File: src/rtl/wlk_pkg.sv
package wlk_pkg;
  localparam int unsigned DEF_CH = 8;
  localparam int unsigned DEF_CW = 11;

  typedef enum logic {
    ST_IDLE = 1'b0,
    ST_RUN  = 1'b1
  } seq_state_t;
endpackage

File: src/rtl/wlk_seq.sv
module wlk_seq
  import wlk_pkg::*;
(
  input  logic clk,
  input  logic rst_n,
  input  logic start_i,
  input  logic all_valid_i,
  input  logic cnt_max_i,
  output logic run_o,
  output logic clr_o,
  output logic fin_o,
  output logic done_o
);
  seq_state_t st_q, st_d;
  logic       done_q, done_d;

  always_comb begin
    st_d  = st_q;
    clr_o = 1'b0;
    fin_o = 1'b0;
    case (st_q)
      ST_IDLE: begin
        if (start_i) begin
          st_d  = ST_RUN;
          clr_o = 1'b1;
        end
      end
      ST_RUN: begin
        if (all_valid_i || cnt_max_i) begin
          st_d  = ST_IDLE;
          fin_o = 1'b1;
        end
      end
      default: st_d = ST_IDLE;
    endcase
    done_d = fin_o;
  end

  always_ff @(posedge clk or negedge rst_n) begin
    if (!rst_n) begin
      st_q   <= ST_IDLE;
      done_q <= 1'b0;
    end else begin
      st_q   <= st_d;
      done_q <= done_d;
    end
  end

  assign run_o  = (st_q == ST_RUN);
  assign done_o = done_q;
endmodule

File: src/rtl/wlk_gray_cnt.sv
module wlk_gray_cnt #(
  parameter int unsigned W = 11
) (
  input  logic         clk,
  input  logic         rst_n,
  input  logic         clr_i,
  input  logic         en_i,
  output logic [W-1:0] gray_o,
  output logic         max_o
);
  logic [W-1:0] bin_q, bin_d;
  logic [W-1:0] gray_q, gray_d;

  always_comb begin
    bin_d = bin_q;
    if (clr_i)     bin_d = '0;
    else if (en_i) bin_d = bin_q + 1'b1;
    gray_d = bin_d ^ (bin_d >> 1);
  end

  always_ff @(posedge clk or negedge rst_n) begin
    if (!rst_n) begin
      bin_q  <= '0;
      gray_q <= '0;
    end else if (clr_i || en_i) begin
      bin_q  <= bin_d;
      gray_q <= gray_d;
    end
  end

  assign gray_o = gray_q;
  assign max_o  = &bin_q;
endmodule

File: src/rtl/wlk_chan.sv
module wlk_chan #(
  parameter int unsigned W = 11
) (
  input  logic         clk,
  input  logic         rst_n,
  input  logic         clr_i,
  input  logic         run_i,
  input  logic         fin_i,
  input  logic         cmp_i,
  input  logic         phase_i,
  input  logic [W-1:0] gray_i,
  output logic [W:0]   code_o,
  output logic         valid_o,
  output logic         ovf_o
);
  localparam logic [W-1:0] FULL_BIN  = '1;
  localparam logic [W-1:0] FULL_GRAY = FULL_BIN ^ (FULL_BIN >> 1);

  logic         sync1_q, sync2_q, prev_q;
  logic         rise;
  logic [W:0]   code_q, code_d;
  logic         vld_q, vld_d;
  logic         ovf_q, ovf_d;
  logic         cap_en;

  always_ff @(posedge clk or negedge rst_n) begin
    if (!rst_n) begin
      sync1_q <= 1'b0;
      sync2_q <= 1'b0;
      prev_q  <= 1'b0;
    end else begin
      sync1_q <= cmp_i;
      sync2_q <= sync1_q;
      prev_q  <= sync2_q;
    end
  end

  assign rise = sync2_q & ~prev_q;

  always_comb begin
    code_d = code_q;
    vld_d  = vld_q;
    ovf_d  = ovf_q;
    if (clr_i) begin
      code_d = '0;
      vld_d  = 1'b0;
      ovf_d  = 1'b0;
    end else if (run_i && rise && !vld_q) begin
      code_d = {phase_i, gray_i};
      vld_d  = 1'b1;
    end else if (fin_i && !vld_q) begin
      code_d = {1'b0, FULL_GRAY};
      ovf_d  = 1'b1;
    end
  end

  assign cap_en = clr_i | run_i;

  always_ff @(posedge clk or negedge rst_n) begin
    if (!rst_n) begin
      code_q <= '0;
      vld_q  <= 1'b0;
      ovf_q  <= 1'b0;
    end else if (cap_en) begin
      code_q <= code_d;
      vld_q  <= vld_d;
      ovf_q  <= ovf_d;
    end
  end

  assign code_o  = code_q;
  assign valid_o = vld_q;
  assign ovf_o   = ovf_q;
endmodule

File: src/rtl/wlk_readout.sv
module wlk_readout #(
  parameter int unsigned NCH = 8,
  parameter int unsigned W   = 11
) (
  input  logic [NCH*(W+1)-1:0] codes_i,
  output logic [NCH*(W+1)-1:0] result_o
);
  localparam int unsigned RW = W + 1;

  for (genvar c = 0; c < NCH; c++) begin : g_conv
    logic [W-1:0] g, b;
    assign g = codes_i[c*RW +: W];
    always_comb begin
      b[W-1] = g[W-1];
      for (int i = W - 2; i >= 0; i--) begin
        b[i] = b[i+1] ^ g[i];
      end
    end
    assign result_o[c*RW +: RW] = {codes_i[c*RW + W], b};
  end
endmodule

File: src/rtl/wilkinson_backend.sv
module wilkinson_backend
  import wlk_pkg::*;
#(
  parameter int unsigned NCH = DEF_CH,
  parameter int unsigned CW  = DEF_CW
) (
  input  logic                  clk,
  input  logic                  rst_n,
  input  logic                  start_i,
  input  logic                  phase_i,
  input  logic [NCH-1:0]        cmp_i,
  output logic                  ramp_en_o,
  output logic                  done_o,
  output logic [NCH-1:0]        valid_o,
  output logic [NCH-1:0]        ovf_o,
  output logic [NCH*(CW+1)-1:0] result_o
);
  localparam int unsigned RW = CW + 1;

  logic          rst_meta_q, rst_int_n;
  logic          run, clr, fin, cnt_max;
  logic [CW-1:0] gray;
  logic [NCH*RW-1:0] codes;
  logic [NCH-1:0] vld, ovf;

  always_ff @(posedge clk or negedge rst_n) begin
    if (!rst_n) begin
      rst_meta_q <= 1'b0;
      rst_int_n  <= 1'b0;
    end else begin
      rst_meta_q <= 1'b1;
      rst_int_n  <= rst_meta_q;
    end
  end

  wlk_seq u_seq (
    .clk         (clk),
    .rst_n       (rst_int_n),
    .start_i     (start_i),
    .all_valid_i (&vld),
    .cnt_max_i   (cnt_max),
    .run_o       (run),
    .clr_o       (clr),
    .fin_o       (fin),
    .done_o      (done_o)
  );

  wlk_gray_cnt #(.W(CW)) u_cnt (
    .clk    (clk),
    .rst_n  (rst_int_n),
    .clr_i  (clr),
    .en_i   (run & ~fin),
    .gray_o (gray),
    .max_o  (cnt_max)
  );

  for (genvar c = 0; c < NCH; c++) begin : g_ch
    wlk_chan #(.W(CW)) u_chan (
      .clk     (clk),
      .rst_n   (rst_int_n),
      .clr_i   (clr),
      .run_i   (run),
      .fin_i   (fin),
      .cmp_i   (cmp_i[c]),
      .phase_i (phase_i),
      .gray_i  (gray),
      .code_o  (codes[c*RW +: RW]),
      .valid_o (vld[c]),
      .ovf_o   (ovf[c])
    );
  end

  wlk_readout #(.NCH(NCH), .W(CW)) u_rd (
    .codes_i  (codes),
    .result_o (result_o)
  );

  assign ramp_en_o = run;
  assign valid_o   = vld;
  assign ovf_o     = ovf;
endmodule

File: config.mk
export PLATFORM = sky130hd
export DESIGN_NAME = wilkinson_backend
export DESIGN_NICKNAME = d
export VERILOG_FILES = /design/src/rtl/wlk_pkg.sv /design/src/rtl/wlk_seq.sv /design/src/rtl/wlk_gray_cnt.sv /design/src/rtl/wlk_chan.sv /design/src/rtl/wlk_readout.sv /design/src/rtl/wilkinson_backend.sv
export SDC_FILE = /design/constraint.sdc
export NUM_CORES = 1
export LEC_CHECK = 0
export ABC_AREA = 1
export ABC_CLOCK_PERIOD_IN_PS = 5130
export BUFFER_PORTS_ARGS = -buffer_cell sky130_fd_sc_hd__buf_2
export CAP_MARGIN = 20
export CORE_MARGIN = 2
export CORE_UTILIZATION = 52
export DETAILED_ROUTE_END_ITERATION = 16
export PLACE_DENSITY = 0.74
export REMOVE_ABC_BUFFERS = 1
export SLEW_MARGIN = 20
export SYNTH_ARGS = -nofsm -noshare
export SYNTH_HDL_FRONTEND = slang
export SYNTH_SLANG_ARGS = --single-unit
File: constraint.sdc
create_clock -name clk -period 5.13 [get_ports clk]
set_clock_uncertainty 0.15 [all_clocks]
set_input_delay 0.7695 -clock clk [delete_from_list [all_inputs] [get_ports clk]]
set_output_delay 0.7695 -clock clk [all_outputs]
set_load 0.005 [all_outputs]
==> run_results.csv <==
group,metric,value,unit
outcome,outcome,"finished, final reports clean",
setup_path,worstPathRequired,4210,ps
sta,relSlewSlack,42.80,%
setup_path,critPathMostFrequentCell,"nand2_1",
floorplan,core,15770,um^2
setup_path,end_kind,"output port",
global_route,grt.total_usage,24.87,%
synth,netlist_instances,991,
pwr,seqPwrFrac,27.4,%
sta,finalHoldViolations,0,
sta,setup_viol,0,
worst_hold_path,hp-class,"flop to flop",
global_route,antenna_found_initial,0,
setup_path,cp-start-kind,"flop",
layout,final_cell_mix,"221 x nand2_1, 160 x dfrtp_1, 147 x inv_1, 143 x nand3_1, 125 x buf_2",
setup_path,critical_path_class,"flop to output port",
pwr,peakVddDrop,274.4,uV
worst_hold_path,holdPathEnd,"g_ch[6].u_chan.sync2_q",
drt,wl_per_cell,15.65,um
clock_tree,clk_latency,430,ps
layout,final.fill_count,1405,
synth,syn_area,8308,um^2
floorplan,io_pins,126,
sta,slew_viol_final,0,
setup_path,reg2reg_from,"u_seq.run_o",
global_route,grt_pass1_vias,6447,
sta,finalSetupTns,0,ps
setup_path,cp_slowest_cell,"dfrtp_1",
clock_tree,clockRootBuffer,"clkbuf_16",
setup_path,arrival,2340,ps
pwr,power.switching,3.047,mW
clock_tree,post_cts_buffers,0,
setup_path,cp_slowest_stage_delay,390,ps
floorplan,die_w,130.4,um
clock_tree,cts_hold_buf,1,
layout,antenna_cells,0,
setup_path,cp_max_fo,3,
sta,min_period,3259,ps
synth,ys.warnings.count,0,
synth,synth_cell_types,39,
setup_path,ff2ff_path_depth,4,
pwr,internal-power,3.932,mW
placed_design,io_buffers,125,
worst_hold_path,holdPathStages,0,
sta,tightest_slew,858.0,ps
placed_design,place_inst,1279,
synth,synth_seq_cells,161,
floorplan,fp.dieH,130.4,um
pwr,p_sw_share,43.66,%
layout,stdcell_count,1311,
layout,drive_above_1_share,22.56,%
pwr,share_comb_of_total_power,53.6,%
drt,drt_pass1_iterations,5,
clock_tree,postCtsResizedCells,0,
sta,holdWs,198.8,ps
worst_hold_path,min_from,"g_ch[6].u_chan.sync1_q",
setup_path,crit-reg2reg-capture,"g_ch[7].u_chan.code_o[10]",
floorplan,rows,46,
clock_tree,cts_htree_levels,4,
pwr,clkPwrFrac,19.0,%
synth,syn_area_per_cell,8.383,um^2
synth,ys.flop_type,"dfrtp_1",
floorplan,start_util,52.68,%
drt,wl,20.52,mm
placed_design,dpl.hpwl,13.88,mm
clock_tree,clock_path_buffers,2,
synth,ys_seq_area_share,48.49,%
layout,final_common_cell,"nand2_1",
clock_tree,path_clk_slew,60,ps
global_route,grt_remaining_overflow,0,
layout,area_growth,14.19,%
synth,synth_edf_count,0,
setup_path,ff2ff_setup_slack,2480,ps
drt,drc_errors,0,
synth,async_flop_share,100.0,%
drt,antenna_left,0,
placed_design,routabilityCongestion,0.8537,
drt,viasPerCell,5.388,
layout,nNetsFinal,1096,
sta,max_freq,306.8,MHz
run,maxCapViolCount,0,
global_route,grt_max_degree,160,
pwr,p_per_area,735.7,nW/um^2
drt,drt-initial-drc-count,643,
sta,finalCritPeriodShare,63.53,%
clock_tree,cts_tree,"done",
pwr,leakage,4.914,nW
setup_path,path_cells,"inv_1, nand2_1, nand3_2, nand2_1, nand2_1, nand3_1, nand2_1, nand2_1, nand3_2, nand2_2, nand2_1, nand3_1, nand2_1, nand2_1, nand3_1, nand2_1, buf_2",
sta,rsz0062_at_grt,"no",
clock_tree,cts.sinks,161,
clock_tree,cts_buffers,17,
layout,final_util,60.16,%
floorplan,die_area,17000,um^2
global_route,grt_pass1_wl,32.20,mm
drt,via_count,7064,
-- worst max-delay path by stage --
| stage | from | end | slack (ps) | depth (start not counted) |
|---|---|---|---|---|
| floorplan | rst_int_n | g_ch[0].u_chan.code_o[0] | 160 | 0 |
| finish | g_ch[0].u_chan.code_o[9] | result_o[0] | 1870 | 17 |
| global route | g_ch[1].u_chan.code_o[10] | result_o[12] | 1560 | 17 |
| global placement | g_ch[1].u_chan.code_o[10] | result_o[12] | 2400 | 17 |
| detailed placement | g_ch[1].u_chan.code_o[10] | result_o[12] | 2330 | 17 |
| CTS | g_ch[1].u_chan.code_o[10] | result_o[12] | 1860 | 17 |
-- stage by stage --
step,power (mW),setup slack [ps],area [um^2]
global placement,5.540,2399,8859
detailed placement,5.647,2333,8859
CTS,6.995,1864,9487
global route,7.590,1558,9487
finish,6.979,1871,9487
floorplan,4.240,161.8,7931
-- cell usage after synthesis (3+ instances only) --
master	instances	share of area, %
nor3_1	4	0.24
o21ai_0	22	1.3
nand3_2	42	5.1
nand2_2	22	1.7
o22ai_1	89	6.7
buf_2	4	0.24
dfrtp_1	161	48
nor2_1	11	0.50
inv_2	10	0.45
nand3_1	143	8.6
o211ai_1	7	0.63
clkinv_1	4	0.18
nor4_1	8	0.60
xor2_1	3	0.32
a21oi_1	10	0.60
inv_1	147	6.6
clkbuf_1	9	0.41
o21a_1	3	0.27
nor2_2	4	0.30
nand2_1	221	10
buf_4	40	3.6
nand4_1	4	0.30
-- kinds of logic after synthesis --
kind of cell,after synthesis,synth area share (%)
compound gates,139,10.45
fa+ha+maj,1,0.1506
buf+inv,217,11.94
flops,161,48.49
other cells,1,0.04514
xor+xnor,5,0.5272
simple gates,467,28.39
-- area by class of cell --
| class | instances | area, um^2 | area share [%] |
|---|---|---|---|
| Sequential cell | 161 | 4033 | 42.51 |
| Multi-Input combinational cell | 613 | 3287 | 34.65 |
| Timing Repair Buffer | 128 | 663.1 | 6.990 |
| Inverter | 162 | 615.6 | 6.489 |
| Clock buffer | 20 | 456.7 | 4.814 |
| Tap cell | 216 | 270.3 | 2.849 |
| Clock inverter | 11 | 161.4 | 1.701 |
-- per-layer routing --
| metal | track usage [%] | part of all wire (%) | vias to the layer above |
|---|---|---|---|
| li1 | - | - | 3458 |
| met1 | 33.92 | 45 | 3338 |
| met2 | 38.96 | 45 | 222 |
| met3 | 5.171 | 6.3 | 46 |
| met4 | 10.83 | 3.6 | 0 |
| met5 | 0 | 0 | - |
-- worst max-delay path: cells and delay by family, from the launching register on --
family	cells	cell delay, ps
AND/OR/NAND/NOR	15	1300
flip-flops	1	390
buffers and inverters	2	220
-- flip-flops by register name (all words and copies together) (netlist names), 8 cells and up --
signal / cells
g_ch.u_chan.code_o: 96
u_cnt.bin_q: 10
g_ch.u_chan.prev_q: 8
g_ch.u_chan.ovf_o: 8
g_ch.u_chan.valid_o: 8
u_cnt.gray_o: 11
g_ch.u_chan.sync1_q: 8
g_ch.u_chan.sync2_q: 8
-- power groups by stage --
| stage | logic, mW | registers [mW] | clock network (mW) |
|---|---|---|---|
| after floorplan | 2.35 | 1.89 | 0 |
| after global placement | 3.63 | 1.91 | 0 |
| after detailed placement | 3.72 | 1.92 | 0 |
| after CTS | 3.75 | 1.91 | 1.34 |
| after global routing | 4.23 | 1.96 | 1.40 |
| final | 3.74 | 1.91 | 1.33 |
No activity file was read; power rests on OpenSTA's default activity.
